$ cat src/rtl/seq_pkg.sv
package seq_pkg;
    localparam int XLEN     = 32;
    localparam int NREG     = 16;
    localparam int RIDX_W   = $clog2(NREG);
    localparam int PC_IDX   = NREG - 1;
    localparam int OPC_W    = 4;
    localparam int OPC_LO   = XLEN - OPC_W;
    localparam int SET_BIT  = 20;
    localparam int RD_LO    = 16;
    localparam int RN_LO    = 12;
    localparam int ROT_W    = 4;
    localparam int ROT_LO   = 8;
    localparam int IMM_W    = 8;
    localparam int IMM_LO   = 0;
    localparam int FLG_W    = 4;
    localparam logic [OPC_W-1:0] OPC_ADD = 4'h1;
    localparam logic [XLEN-1:0]  PC_STEP = 32'd4;

    typedef enum logic [3:0] {
        ST_LDMAR,
        ST_BUMP,
        ST_READ,
        ST_LDIR,
        ST_DECODE,
        ST_OPA,
        ST_OPB,
        ST_ADD,
        ST_WB,
        ST_HALT
    } state_e;

    typedef struct packed {
        state_e             st;
        logic [XLEN-1:0]    mar;
        logic [XLEN-1:0]    mbr;
        logic [XLEN-1:0]    ir;
        logic [OPC_W-1:0]   opc;
        logic [XLEN-1:0]    opa;
        logic [XLEN-1:0]    opb;
        logic [XLEN-1:0]    ans;
        logic [FLG_W-1:0]   aflg;
        logic [FLG_W-1:0]   psr;
        logic               err;
    } ctl_t;
endpackage

$ cat src/rtl/seq_regfile.sv
module seq_regfile #(
    parameter int W   = 32,
    parameter int N   = 16,
    parameter int PCI = 15,
    localparam int IW = $clog2(N)
) (
    input  logic          clk,
    input  logic          rst_n,
    input  logic          we,
    input  logic [IW-1:0] waddr,
    input  logic [W-1:0]  wdata,
    input  logic          pc_we,
    input  logic [W-1:0]  pc_wdata,
    input  logic [IW-1:0] raddr,
    output logic [W-1:0]  rdata,
    output logic [W-1:0]  pc_out
);
    logic [W-1:0] ent [N];

    for (genvar i = 0; i < N; i++) begin : g_ent
        logic [W-1:0] val;
        always_ff @(posedge clk or negedge rst_n) begin
            if (!rst_n) begin
                val <= '0;
            end else if (we && waddr == IW'(i)) begin
                val <= wdata;
            end else if (pc_we && i == PCI) begin
                val <= pc_wdata;
            end
        end
        assign ent[i] = val;
    end

    assign rdata  = ent[raddr];
    assign pc_out = ent[PCI];
endmodule

$ cat src/rtl/seq_opnd.sv
module seq_opnd #(
    parameter int W     = 32,
    parameter int IMMW  = 8,
    parameter int ROTW  = 4
) (
    input  logic [IMMW-1:0] imm,
    input  logic [ROTW-1:0] rot,
    output logic [W-1:0]    opnd
);
    logic [W-1:0]   ext;
    logic [2*W-1:0] dbl;
    logic [ROTW:0]  amt;

    always_comb begin
        ext  = W'(imm);
        amt  = {rot, 1'b0};
        dbl  = {ext, ext} >> amt;
        opnd = dbl[W-1:0];
    end
endmodule

$ cat src/rtl/seq_alu.sv
module seq_alu #(
    parameter int W = 32
) (
    input  logic [W-1:0] a,
    input  logic [W-1:0] b,
    output logic [W-1:0] sum,
    output logic [3:0]   flg
);
    logic [W:0] wide;
    logic       n, z, c, v;

    always_comb begin
        wide = {1'b0, a} + {1'b0, b};
        sum  = wide[W-1:0];
        n    = sum[W-1];
        z    = (sum == '0);
        c    = wide[W];
        v    = (a[W-1] == b[W-1]) && (sum[W-1] != a[W-1]);
        flg  = {n, z, c, v};
    end
endmodule

$ cat src/rtl/fetch_exec_seq.sv
module fetch_exec_seq
    import seq_pkg::*;
(
    input  logic              clk,
    input  logic              rst_n,
    output logic              mem_rd,
    output logic [XLEN-1:0]   mem_addr,
    input  logic [XLEN-1:0]   mem_rdata,
    input  logic              mem_rvalid,
    output logic              wb_en,
    output logic [RIDX_W-1:0] wb_idx,
    output logic [XLEN-1:0]   wb_data,
    output logic [FLG_W-1:0]  flags,
    output logic [XLEN-1:0]   pc,
    output logic              illegal
);
    ctl_t q, d;
    state_e state_q;

    logic              rf_we;
    logic [RIDX_W-1:0] rf_waddr;
    logic [XLEN-1:0]   rf_wdata;
    logic              pc_we;
    logic [XLEN-1:0]   pc_wdata;
    logic [RIDX_W-1:0] rf_raddr;
    logic [XLEN-1:0]   rf_rdata;
    logic [XLEN-1:0]   pc_val;
    logic [XLEN-1:0]   imm_val;
    logic [XLEN-1:0]   alu_sum;
    logic [FLG_W-1:0]  alu_flg;

    seq_regfile #(.W(XLEN), .N(NREG), .PCI(PC_IDX)) u_rf (
        .clk      (clk),
        .rst_n    (rst_n),
        .we       (rf_we),
        .waddr    (rf_waddr),
        .wdata    (rf_wdata),
        .pc_we    (pc_we),
        .pc_wdata (pc_wdata),
        .raddr    (rf_raddr),
        .rdata    (rf_rdata),
        .pc_out   (pc_val)
    );

    seq_opnd #(.W(XLEN), .IMMW(IMM_W), .ROTW(ROT_W)) u_opnd (
        .imm  (q.ir[IMM_LO +: IMM_W]),
        .rot  (q.ir[ROT_LO +: ROT_W]),
        .opnd (imm_val)
    );

    seq_alu #(.W(XLEN)) u_alu (
        .a   (q.opa),
        .b   (q.opb),
        .sum (alu_sum),
        .flg (alu_flg)
    );

    // next-state and datapath steering, one register transfer per state
    always_comb begin
        d        = q;
        rf_we    = 1'b0;
        rf_waddr = q.ir[RD_LO +: RIDX_W];
        rf_wdata = q.ans;
        pc_we    = 1'b0;
        pc_wdata = pc_val + PC_STEP;
        rf_raddr = q.ir[RN_LO +: RIDX_W];
        mem_rd   = 1'b0;

        unique case (q.st)
            ST_LDMAR: begin
                d.mar = pc_val;
                d.st  = ST_BUMP;
            end
            ST_BUMP: begin
                pc_we = 1'b1;
                d.st  = ST_READ;
            end
            ST_READ: begin
                mem_rd = 1'b1;
                if (mem_rvalid) begin
                    d.mbr = mem_rdata;
                    d.st  = ST_LDIR;
                end
            end
            ST_LDIR: begin
                d.ir = q.mbr;
                d.st = ST_DECODE;
            end
            ST_DECODE: begin
                d.opc = q.ir[OPC_LO +: OPC_W];
                if (q.ir[OPC_LO +: OPC_W] == OPC_ADD) begin
                    d.st = ST_OPA;
                end else begin
                    d.err = 1'b1;
                    d.st  = ST_HALT;
                end
            end
            ST_OPA: begin
                d.opa = rf_rdata;
                d.st  = ST_OPB;
            end
            ST_OPB: begin
                d.opb = imm_val;
                d.st  = ST_ADD;
            end
            ST_ADD: begin
                d.ans  = alu_sum;
                d.aflg = alu_flg;
                d.st   = ST_WB;
            end
            ST_WB: begin
                rf_we = 1'b1;
                if (q.ir[SET_BIT]) begin
                    d.psr = q.aflg;
                end
                d.st = ST_LDMAR;
            end
            ST_HALT: begin
                d.st = ST_HALT;
            end
            default: begin
                d.st = ST_HALT;
            end
        endcase
    end

    always_ff @(posedge clk or negedge rst_n) begin
        if (!rst_n) begin
            q    <= '0;
            q.st <= ST_LDMAR;
        end else begin
            q <= d;
        end
    end

    assign state_q  = q.st;
    assign mem_addr = q.mar;
    assign wb_en    = rf_we;
    assign wb_idx   = rf_waddr;
    assign wb_data  = rf_wdata;
    assign flags    = q.psr;
    assign pc       = pc_val;
    assign illegal  = q.err;
endmodule

$ cat config.mk
export PLATFORM = sky130hd
export DESIGN_NAME = fetch_exec_seq
export DESIGN_NICKNAME = d
export VERILOG_FILES = /design/src/rtl/seq_pkg.sv /design/src/rtl/seq_regfile.sv /design/src/rtl/seq_opnd.sv /design/src/rtl/seq_alu.sv /design/src/rtl/fetch_exec_seq.sv
export SDC_FILE = /design/constraint.sdc
export NUM_CORES = 1
export LEC_CHECK = 0
export BUFFER_PORTS_ARGS = -buffer_cell sky130_fd_sc_hd__buf_2
export CAP_MARGIN = 40
export CORE_ASPECT_RATIO = 0.6
export CORE_MARGIN = 4
export CORE_UTILIZATION = 47
export DETAILED_ROUTE_END_ITERATION = 6
export PLACE_DENSITY = 0.59
export REMOVE_ABC_BUFFERS = 1
export SLEW_MARGIN = 20
export SYNTH_ARGS = -nofsm -noshare
export SYNTH_HDL_FRONTEND = slang
export SYNTH_SLANG_ARGS = --single-unit
$ cat constraint.sdc
create_clock -name clk -period 5.3 [get_ports clk]
set_input_delay 0.53 -clock clk [delete_from_list [all_inputs] [get_ports clk]]
set_output_delay 0.53 -clock clk [all_outputs]
set_load 0.01 [all_outputs]
# --- Yosys cells after proc, flatten, opt, wreduce, memory -nomap -nowiden ---
# Index checks and enable logic that the tools add are counted.
# W data, S select, Z words.
totals:
  register_bits: 717
  input_bits: 35
  out_inout_bits: 107
  word_cells: 94
classes:
  addsub: 2
  order_cmp: 1
  eq_ne: 27
  shift: 1
  muxes: 11
  bitwise: 2
  n_reduce_logical: 24
ops:
  columns: ["operator", "count"]
  rows:
  - ["$bmux W32 S4", 1]
  - ["$mux W32", 4]
  - ["$shr A40 B5 Y32", 1]
  - ["$eq A4 B4 Y1 const B", 9]
  - ["$pmux W4 S9", 1]
  - ["$add A32 B32 Y33", 1]
  - ["$add A32 B3 Y32 const B", 1]
  - ["$eq A4 B3 Y1 const B", 8]
  - ["$logic_not A32 Y1", 1]
  - ["$logic_and A1 B1 Y1", 17]
  - ["$eq A4 B2 Y1 const B", 4]
  - ["$eq A4 B1 Y1 const B", 3]
  - ["$logic_not A4 Y1", 2]
  - ["$mux W4", 2]
  - ["$reduce_and A2 Y1", 3]
  - ["$ge A5 B5 Y1 const B", 1]
  - ["$not A4 Y5", 1]
  - ["$mux W1", 3]
  - ["$ne A2 B2 Y1 const B", 1]
  - ["$reduce_bool A2 Y1", 1]
  - ["$eq A1 B1 Y1", 1]
  - ["$ne A1 B1 Y1", 1]
  - ["$not A1 Y1", 1]

# --- Logic depth before layout (Yosys ltp) ---
# Gate-level depths: netlist of run 1.
logic_depth:
  ltp_word: 4
  depth_mapped: 12
  depth_no_buf: 12

# --- Hierarchy ---
# From an unflattened synthesis of run 1, not the netlist that was laid out.
unflattened:
  hier_cells: 2379
  hier_area_um2: 34096.5
by_module_without_submodules:
  columns: ["mod", "instances", "cells_each", "area_per_inst_um2", "seq_area_each_um2"]
  rows:
  - ["seq_regfile", 1, 1442, 23229.8, 12812.3]
  - ["fetch_exec_seq", 1, 588, 8339.2, 4779.6]
  - ["seq_alu", 1, 251, 1810.5, 0.0]
  - ["seq_opnd", 1, 98, 716.9, 0.0]

# --- Worst setup path before layout of run 1 ---
# OpenSTA, ideal clock, no wires.
synth_path:
  kind: "register to register"
  startpoint: "register q[60] in the netlist's numbering"
  endpoint: "register q[7] in the netlist's numbering"
  setup_time_ns: 0.092
  arrival_time_ns: 2.911
  t_required_ns: 5.208
  setup_slack_ns: 2.297
  stages_incl_launch_ff: 12
  path_buffers: 1
  period_less_slack_ns: 3.003
  cell_sequence: "dfrtp_1 > ha_1 > buf_6 > a21o_1 > a221o_1 > a2111o_1 > or3_4 > a211oi_2 > o32ai_1 > a2111oi_1 > nand4_1 > o31ai_2"
synth_between:
  elab_chain_cells: 2
synth_lines:
  columns: ["element", "line_no", "rtl"]
  rows:
  - ["start, declared", "fetch_exec_seq.sv:17", "ctl_t q, d;"]
  - ["$add A32 B32 Y33", "seq_alu.sv:13", "wide = {1'b0, a} + {1'b0, b};"]
  - ["$logic_not A32 Y1", "seq_alu.sv:16", "z = (sum == '0);"]
# No other way between the ends.
# A chain may end at the register's enable or synchronous reset.

# --- Worst setup path after layout of run 1 ---
layout_path:
  startpoint: "register q[41] in the netlist's numbering"
  endpoint: "register q[7] in the netlist's numbering"
# Same word-level chain as after synthesis.

==> results of run 1 <==
-- worst register-to-register path, stage by stage, from the launching register on --
cell	delay (ps)
dfrtp_1	360
ha_1	190
inv_1	60
fa_1	420
nor2b_1	280
o2111ai_2	180
a2111oi_2	610
o31ai_1	170
a222oi_1	360
nand4_1	230
nor4_1	380
nand4_1	180
o31ai_2	190
-- final timing paths --
path	endpoint	start	cells past startpoint
setup / recovery	q[7]	q[41]	12
hold / removal	q[149]	mem_rdata[8]	2
setup reg to reg	q[7]	q[41]	12
hold reg to reg	illegal	illegal	1
max in group asynchronous	u_rf.g_ent[6].val[27]	rst_n	3
min in group asynchronous	u_rf.g_ent[4].val[0]	rst_n	2
-- power by group through the flow --
| stage | sequential, mW | combinational [mW] | clock [mW] |
|---|---|---|---|
| detailed placement | 6.88 | 3.56 | 0 |
| global route | 6.80 | 3.94 | 5.50 |
| finish | 6.72 | 3.65 | 5.13 |
| floorplan | 6.81 | 2.05 | 0 |
| global placement | 6.86 | 3.50 | 0 |
| CTS | 6.79 | 3.57 | 5.24 |
-- registers in the layout, indices dropped and copies added, names as in the netlist --
name and count:
wb_idx 4, flags 4, wb_data 32, mem_addr 32, u_rf.pc_out 32, state_q 4, illegal 1, u_rf.g_ent.val 480
q 113
-- synthesized netlist by cell type (all sizes together), types with 14 or more instances --
| cell | number | area share |
|---|---|---|
| and3 | 14 | 0.0026 |
| ha | 33 | 0.012 |
| inv | 15 | 0.0017 |
| a31oi | 16 | 0.0032 |
| mux2 | 616 | 0.21 |
| nor2 | 52 | 0.0058 |
| nand2 | 145 | 0.016 |
| nor3 | 16 | 0.0024 |
| nand3 | 17 | 0.0025 |
| o21ai | 82 | 0.012 |
| a21oi | 39 | 0.0062 |
| mux4 | 160 | 0.11 |
| buf | 142 | 0.025 |
| xnor2 | 15 | 0.0039 |
| clkbuf | 102 | 0.012 |
| a21o | 26 | 0.0059 |
| nor2b | 14 | 0.0026 |
| dfrtp | 702 | 0.52 |
-- final cells by class --
class                      instances  area (sq um)  share of cell area
multi-input combinational       1427         14700               0.396
clock buffer                     103          2130              0.0574
tap                              924          1160              0.0311
inverter                          15          56.3             0.00152
sequential                       702         17600               0.473
timing repair buffer             190          1280              0.0346
clock inverter                    26           244             0.00657
-- what timing repair did --
item | in CTS | in global routing
gates resized for setup | 0 | 0
endpoints found under the hold margin | 74 | 0
hold buffers | 1 | 0
-- through the flow --
| stage | utilization | instances | setup WS, ps | total power, mW | TNS [ps] |
|---|---|---|---|---|---|
| after floorplan | - | 2144 | -1140 | 8.86 | -36460 |
| after global placement | 0.493 | 3250 | 1560 | 10.4 | 0 |
| after detailed placement | 0.495 | 3255 | 1580 | 10.4 | 0 |
| after CTS | 0.529 | 3385 | 1580 | 15.6 | 0 |
| after global routing | 0.529 | 3387 | 1390 | 16.2 | 0 |
| final | 0.529 | 3387 | 1600 | 15.5 | 0 |
-- logic make-up after synthesis --
group	count (synthesis)	share of synthesized area
XOR/XNOR	27	0.00706
buffers and inverters	259	0.0395
flip-flops	702	0.524
multiplexers	781	0.316
AND/OR/NAND/NOR	326	0.0468
adder cells (fa/ha/maj)	34	0.0129
AO/OA/AOI/OAI	259	0.0531
-- per-layer routing --
metal / GRT usage / share of wire / vias up
li1: - / - / 8857
met1: 0.393 / 0.51 / 11124
met2: 0.342 / 0.42 / 585
met3: 0.0360 / 0.050 / 105
met4: 0.0442 / 0.014 / 0
met5: 0 / 0 / -
==> results.sh, run 1 <==
export IMPL_endpoint_kind="flip-flop"
export IMPL_synth_seq_area_share=0.524
export IMPL_post_route_drc_count=0
export IMPL_diodes=0
export IMPL_vias_per_cell=6.10
export IMPL_post_cts_buffers=0
export IMPL_clkSlewWorstSetupHoldPaths_ps=60
export IMPL_synth_avg_cell_area_sq_um=14.0
export IMPL_layout_common_cells="dfrtp_1 (698), mux2_2 (613), mux4_2 (160)"
export IMPL_start_util=0.477
export IMPL_worstPathArrival_ps=4230
export IMPL_worstMarginPinSlew_ps=859
export IMPL_cp_required_ps=5830
export IMPL_ys_warn_count=0
export IMPL_die_h_um=215
export IMPL_synthFlopType="dfrtp_1"
export IMPL_combPwrFrac=0.236
export IMPL_htreeDepth=3
export IMPL_drt_iter0_markers=1900
export IMPL_grt_start_max_net_pins=141
export IMPL_p_per_area_nw_per_um2=417
export IMPL_setup_viol=0
export IMPL_fmax_mhz=270
export IMPL_overflow=0
export IMPL_crit_fanout=4
export IMPL_slew_headroom=0.427
export IMPL_numCtsBuffers=70
export IMPL_fin_worst_skew_ps=25.4
export IMPL_grt_pass1_vias=20801
export IMPL_core_area_sq_um=70200
export IMPL_critPathBufInv=1
export IMPL_r2r_slack_ps=1600
export IMPL_antenna_found_initial=3
export IMPL_fillers=5876
export IMPL_irDropWorstVdd_uv=217
export IMPL_critical_path_most_common_cell="nand4_1"
export IMPL_place_area_sq_um=34700
export IMPL_cp_top_family="compound AO/OA/AOI/OAI gates"
export IMPL_power_share_clock=0.331
export IMPL_ant_nets=0
export IMPL_finalCritPeriodShare=0.699
export IMPL_syn_area_sq_um=33500
export IMPL_io_pins=142
export IMPL_clock_sinks=702
export IMPL_path_class="reg -> reg"
export IMPL_hold_class="in -> reg"
export IMPL_p_switching_mw=5.09
export IMPL_wire_per_inst_um=26.8
export IMPL_cts_tree="built"
export IMPL_status="complete, no violations"
export IMPL_fin_area_sq_um=37100
export IMPL_grt_pass1_wl_um=138000
export IMPL_gp_congestion=0.907
export IMPL_drive_above_1_share=0.458
export IMPL_maxCapViolCount=0
export IMPL_die_width_um=353
export IMPL_rows=75
export IMPL_syn_to_final_growth_pct=10.9
export IMPL_crit_path_cell_trace="ha_1 > inv_1 > fa_1 > nor2b_1 > o2111ai_2 > a2111oi_2 > o31ai_1 > a222oi_1 > nand4_1 > nor4_1 > nand4_1 > o31ai_2"
export IMPL_port_buffers=134
export IMPL_postRouteWirelength_um=90700
export IMPL_final_max_slew_viol_count=0
export IMPL_finalNetCount=2475
export IMPL_hold_violations=0
export IMPL_num_vias=20671
export IMPL_max_stage_delay_ps=610
export IMPL_cts_root_buf="clkbuf_16"
export IMPL_async_flop_share=1.00
export IMPL_cts_buffer_depth=3
export IMPL_swShare=0.329
export IMPL_die_area_sq_um=75700
export IMPL_syn_inst=2388
export IMPL_power_leakage_nw=18.0
export IMPL_start_kind="flip-flop"
export IMPL_grt_use_total=0.241
export IMPL_synth_seq_cells=702
export IMPL_intPower_mw=10.4
export IMPL_ys_types=84
export IMPL_drt_first_pass_iters=5
export IMPL_hold_ws_ps=147
export IMPL_period_minus_slack_ps=3700
export IMPL_synth_enable_flop_cells=0
export IMPL_dp_hpwl_um=58900
export IMPL_rsz0062_at_grt="no"
export IMPL_p_seq_frac=0.434
export IMPL_insertion_delay_ps=620
export IMPL_layout_commonest_cell="dfrtp_1"
export IMPL_slowest_stage="a2111oi_2"
Power figures use the tool's default switching activity.
==> run 2: changes to the inputs <==
--- a/config.mk
+++ b/config.mk
@@ -11,7 +11,7 @@
 export CORE_MARGIN = 4
 export CORE_UTILIZATION = 47
 export DETAILED_ROUTE_END_ITERATION = 6
-export PLACE_DENSITY = 0.59
+export PLACE_DENSITY = 0.62
 export REMOVE_ABC_BUFFERS = 1
 export SLEW_MARGIN = 20
 export SYNTH_ARGS = -nofsm -noshare
==> constraint.sdc (replaced) <==
create_clock -name clk -period 3 [get_ports clk]
set_input_delay 0.3 -clock clk [delete_from_list [all_inputs] [get_ports clk]]
set_output_delay 0.3 -clock clk [all_outputs]
set_load 0.01 [all_outputs]
==> results.sh, run 2 (same netlist as run 1, synthesis figures left out) <==
export IMPL_die_width_um=353
export IMPL_htreeDepth=3
export IMPL_crit_path_cell_trace="ha_2 > inv_2 > fa_2 > nor2b_4 > o2111ai_4 > a2111oi_4 > buf_4 > or4_4 > a222oi_1 > nand4_1 > nor4_2 > buf_4 > nand4_1 > o31ai_2"
export IMPL_hold_violations=0
export IMPL_worstReg2RegStart="q[41]"
export IMPL_worstHoldStart="mem_rvalid"
export IMPL_fmax_mhz=299
export IMPL_syn_to_final_growth_pct=17.1
export IMPL_dp_hpwl_um=64900
export IMPL_r2r_slack_ps=-340
export IMPL_num_vias=21639
export IMPL_fin_cells=3587
export IMPL_grt_pass1_vias=22189
export IMPL_layout_commonest_cell="dfrtp_1"
export IMPL_status="finished, violations left"
export IMPL_place_ws_ps=-451
export IMPL_grt_pass1_wl_um=146000
export IMPL_max_stage_delay_ps=430
export IMPL_clkSlewWorstSetupHoldPaths_ps=60
export IMPL_clock_sinks=702
export IMPL_endpoint_kind="flip-flop"
export IMPL_largest_reg_flops=480
export IMPL_worstMarginPinSlew_ps=816
export IMPL_layout_common_cells="dfrtp_1 (698), mux2_2 (613), buf_4 (205)"
export IMPL_postRouteWirelength_um=96800
export IMPL_finalNetCount=2676
export IMPL_io_pins=142
export IMPL_placedCellCount=3413
export IMPL_rows=75
export IMPL_reg2reg_to="q[7]"
export IMPL_path_depth=14
export IMPL_cts_tree="built"
export IMPL_die_h_um=215
export IMPL_rsz0062_at_grt="yes"
export IMPL_cp_top_family="simple AND/OR/NAND/NOR gates"
export IMPL_drt_first_pass_iters=5
export IMPL_p_per_area_nw_per_um2=734
export IMPL_hold_ws_ps=94.1
export IMPL_start_util=0.477
export IMPL_power_leakage_nw=19.1
export IMPL_top_regs="u_rf.g_ent.val (480), q (113)"
export IMPL_post_route_drc_count=0
export IMPL_slowest_stage="or4_4"
export IMPL_fin_worst_skew_ps=25.1
export IMPL_cts_root_buf="clkbuf_16"
export IMPL_finalCritPeriodShare=1.11
export IMPL_slew_headroom=0.456
export IMPL_insertion_delay_ps=630
export IMPL_layout_setup_ws_ps=-345
export IMPL_port_buffers=134
export IMPL_utilization=0.559
export IMPL_crit_fanout=3
export IMPL_final_max_slew_viol_count=0
export IMPL_worstPathArrival_ps=3880
export IMPL_whs_path_depth=5
export IMPL_ff2ff_path_depth=14
export IMPL_whs_endpoint="state_q[0]"
export IMPL_numCtsBuffers=68
export IMPL_irDropWorstVdd_uv=458
export IMPL_hold_class="in -> reg"
export IMPL_overflow=0
export IMPL_ant_nets=0
export IMPL_core_area_sq_um=70200
export IMPL_setup_viol=2
export IMPL_vias_per_cell=6.03
export IMPL_maxCapViolCount=0
export IMPL_cts_buffer_depth=3
export IMPL_gp_congestion=0.929
export IMPL_drive_above_1_share=0.502
export IMPL_start_kind="flip-flop"
export IMPL_grt_use_total=0.255
export IMPL_grt_start_max_net_pins=79
export IMPL_antenna_found_initial=4
export IMPL_cp_required_ps=3530
export IMPL_path_class="reg -> reg"
export IMPL_regMostFlops="u_rf.g_ent.val"
export IMPL_critPathBufInv=3
export IMPL_period_minus_slack_ps=3340
export IMPL_wire_per_inst_um=27.0
export IMPL_drt_iter0_markers=2052
export IMPL_violations="negative setup slack"
export IMPL_die_area_sq_um=75700
run 2: area by class of cell:
class | count | area [sq um]
Antenna cell | 2 | 5.00
Clock buffer | 100 | 2080
Clock inverter | 24 | 392
Fill cell | 5655 | 31000
Inverter | 15 | 56.3
Multi-Input combinational cell | 1427 | 15000
Sequential cell | 702 | 17600
Tap cell | 924 | 1160
Timing Repair Buffer | 393 | 3010
run 2: how the worst max path moves through the flow:
stage | startpoint | endpoint
finish | q[41] | q[7]
global route | q[92] | q[7]
floorplan | q[121] | q[100]
detailed placement | q[41] | q[7]
global placement | q[45] | q[7]
CTS | q[41] | q[7]
run 2: layer usage:
layer	track usage	wire length, um	up-vias
li1	-	-	9230
met1	0.412	47600	11647
met5	0	0	-
met4	0.0552	1760	0
met3	0.0418	6150	126
met2	0.362	41300	636
run 2: what timing repair did:
action,CTS,global route
resized for setup,19,29
endpoints found under the hold margin,73,0
setup endpoints to repair,6,15
hold buffers,26,0
pin swaps,15,26
setup buffers,7,15
run 2: worst reg2reg max path, stage by stage (launching register included):
cell and delay [ps]:
dfrtp_1 390, ha_2 190, inv_2 60, fa_2 220, nor2b_4 50, o2111ai_4 240, a2111oi_4 120, buf_4 160
or4_4 430, a222oi_1 380, nand4_1 230, nor4_2 320, buf_4 160, nand4_1 90, o31ai_2 230
run 2: report_power, final:
group	internal [mW]	total, mW	switching, mW
Sequential	10.3	11.8	1.45
Clock	5.61	9.44	3.83
Combinational	3.42	7.56	4.14
Total	19.4	28.8	9.42
run 2: per-stage QoR:
stage | power, mW | cell area (sq um) | setup TNS (ps)
floorplan | 15.4 | 32200 | -332430
global placement | 19.0 | 36000 | -1080
detailed placement | 19.2 | 36100 | -756
CTS | 28.8 | 38900 | -278
global route | 30.0 | 39200 | -706
finish | 28.8 | 39200 | -386
==> run 3: changes to the inputs <==
--- a/config.mk
+++ b/config.mk
@@ -8,11 +8,11 @@
 export BUFFER_PORTS_ARGS = -buffer_cell sky130_fd_sc_hd__buf_2
 export CAP_MARGIN = 40
 export CORE_ASPECT_RATIO = 0.6
-export CORE_MARGIN = 4
 export CORE_UTILIZATION = 47
 export DETAILED_ROUTE_END_ITERATION = 6
 export PLACE_DENSITY = 0.62
 export REMOVE_ABC_BUFFERS = 1
+export SKIP_LAST_GASP = 1
 export SLEW_MARGIN = 20
 export SYNTH_ARGS = -nofsm -noshare
 export SYNTH_HDL_FRONTEND = slang
==> results.sh, run 3 (same netlist as run 1, synthesis figures left out) <==
export IMPL_status="finished, violations left"
export IMPL_violations="negative setup slack"
export IMPL_cts_tree="built"
export IMPL_crit_start="q[41]"
export IMPL_clkSlewWorstSetupHoldPaths_ps=80
export IMPL_layout_common_cells="dfrtp_1 (698), mux2_2 (612), buf_4 (211)"
export IMPL_worstReg2RegStart="q[41]"
export IMPL_port_buffers=134
export IMPL_ant_nets=0
export IMPL_postRouteWirelength_um=96300
export IMPL_grt_pass1_wl_um=146000
export IMPL_p_per_area_nw_per_um2=719
export IMPL_hold_ws_ps=114
export IMPL_period_minus_slack_ps=3360
export IMPL_finalNetCount=2684
export IMPL_start_util=0.477
export IMPL_post_route_drc_count=0
export IMPL_slowest_stage="a2111oi_4"
export IMPL_drt_first_pass_iters=5
export IMPL_antenna_found_initial=5
export IMPL_final_max_slew_viol_count=0
export IMPL_power_leakage_nw=19.0
export IMPL_layout_commonest_cell="dfrtp_1"
export IMPL_overflow=0
export IMPL_drt_iter0_markers=1717
export IMPL_hold_class="in -> reg"
export IMPL_drive_above_1_share=0.501
export IMPL_reg2reg_to="q[7]"
export IMPL_path_class="reg -> reg"
export IMPL_worstPathArrival_ps=3880
export IMPL_finalCritPeriodShare=1.12
export IMPL_die_width_um=347
export IMPL_die_area_sq_um=72400
export IMPL_io_pins=142
export IMPL_slew_headroom=0.444
export IMPL_grt_use_total=0.271
export IMPL_start_kind="flip-flop"
export IMPL_insertion_delay_ps=640
export IMPL_ff2ff_path_depth=13
export IMPL_endpoint_kind="flip-flop"
export IMPL_top_regs="u_rf.g_ent.val (480), q (113)"
export IMPL_clock_sinks=702
export IMPL_grt_pass1_vias=21854
export IMPL_cts_root_buf="clkbuf_16"
export IMPL_wire_per_inst_um=26.8
export IMPL_worstMarginPinSlew_ps=834
export IMPL_irDropWorstVdd_uv=573
export IMPL_fin_setup_tns_ps=-509
export IMPL_die_h_um=209
export IMPL_r2r_slack_ps=-360
export IMPL_layout_setup_ws_ps=-356
export IMPL_largest_reg_flops=480
export IMPL_core_area_sq_um=70200
export IMPL_max_stage_delay_ps=490
export IMPL_crit_path_end="q[7]"
export IMPL_crit_path_cell_trace="ha_2 > inv_2 > fa_2 > nor2b_4 > o2111ai_4 > a2111oi_4 > o31ai_2 > a222oi_1 > nand4_1 > nor4_2 > buf_4 > nand4_1 > o31ai_2"
export IMPL_num_vias=21785
export IMPL_fin_worst_skew_ps=36.3
export IMPL_grt_start_max_net_pins=77
export IMPL_whs_path_depth=5
export IMPL_diodes=0
export IMPL_vias_per_cell=6.07
export IMPL_cp_required_ps=3520
export IMPL_cts_buffer_depth=3
export IMPL_maxCapViolCount=0
export IMPL_dp_hpwl_um=63400
export IMPL_gp_congestion=0.968
export IMPL_syn_to_final_growth_pct=16.5
export IMPL_hold_violations=0
export IMPL_regMostFlops="u_rf.g_ent.val"
export IMPL_setup_viol=2
export IMPL_numCtsBuffers=69
export IMPL_fmax_mhz=298
export IMPL_crit_fanout=3
export IMPL_rsz0062_at_grt="yes"
export IMPL_rows=75
export IMPL_place_ws_ps=-632
export IMPL_htreeDepth=3
## run 3: cell type report
type | count | area, sq um
Timing Repair Buffer | 400 | 3070
Sequential cell | 702 | 17600
Inverter | 15 | 56.3
Clock buffer | 101 | 2030
Tap cell | 924 | 1160
Multi-Input combinational cell | 1427 | 14900
Clock inverter | 21 | 203
Fill cell | 5737 | 31200
## run 3: power by group
part           switching [mW]  leakage [nW]  total [mW]  internal (mW)
Combinational            4.33          8.27        7.82           3.49
Clock                    3.79          1.09        8.69           4.90
Sequential               1.20          9.69        11.5           10.3
Total                    9.32          19.0        28.1           18.7
## run 3: worst min path at each step
stage | startpoint | end | slack, ps
global placement | rst_n | u_rf.g_ent[0].val[8] | 350
global route | mem_rvalid | state_q[0] | 170
detailed placement | rst_n | u_rf.g_ent[0].val[8] | 360
floorplan | rst_n | flags[0] | 4
finish | mem_rvalid | state_q[0] | 110
CTS | mem_rvalid | state_q[0] | 90
## run 3: worst max-delay path: cells and delay by family (launching register included)
family | cells | cell delay, ps
simple gates | 4 | 780
compound gates | 5 | 1330
flops | 1 | 360
fa+ha+maj | 2 | 590
buf+inv | 2 | 200
## run 3: stage by stage
stage               cells  power, mW   util  instance area [sq um]
detailed placement   3431       19.3  0.516                  36200
global route         3590       29.3  0.556                  39000
CTS                  3588       28.2  0.554                  38900
finish               3590       28.1  0.556                  39000
floorplan            2144       15.4      -                  32200
global placement     3430       19.2  0.515                  36200
## run 3: metal layers
metal  global-route usage  share of wire  vias to the layer above
li1                     -              -                     9254
met1                0.436           0.49                    11721
met2                0.385           0.43                      703
met3               0.0440          0.062                      107
met4               0.0514          0.015                        0
met5                    0              0                        -
## run 3: timing repair
action                                  in CTS  in global routing
setup buffers                                9                  2
endpoints found under the hold margin       82                  0
endpoints found under the setup margin      13                 11
hold buffers                                26                  0
gates resized for setup                     26                 32
pin swaps                                   22                 23
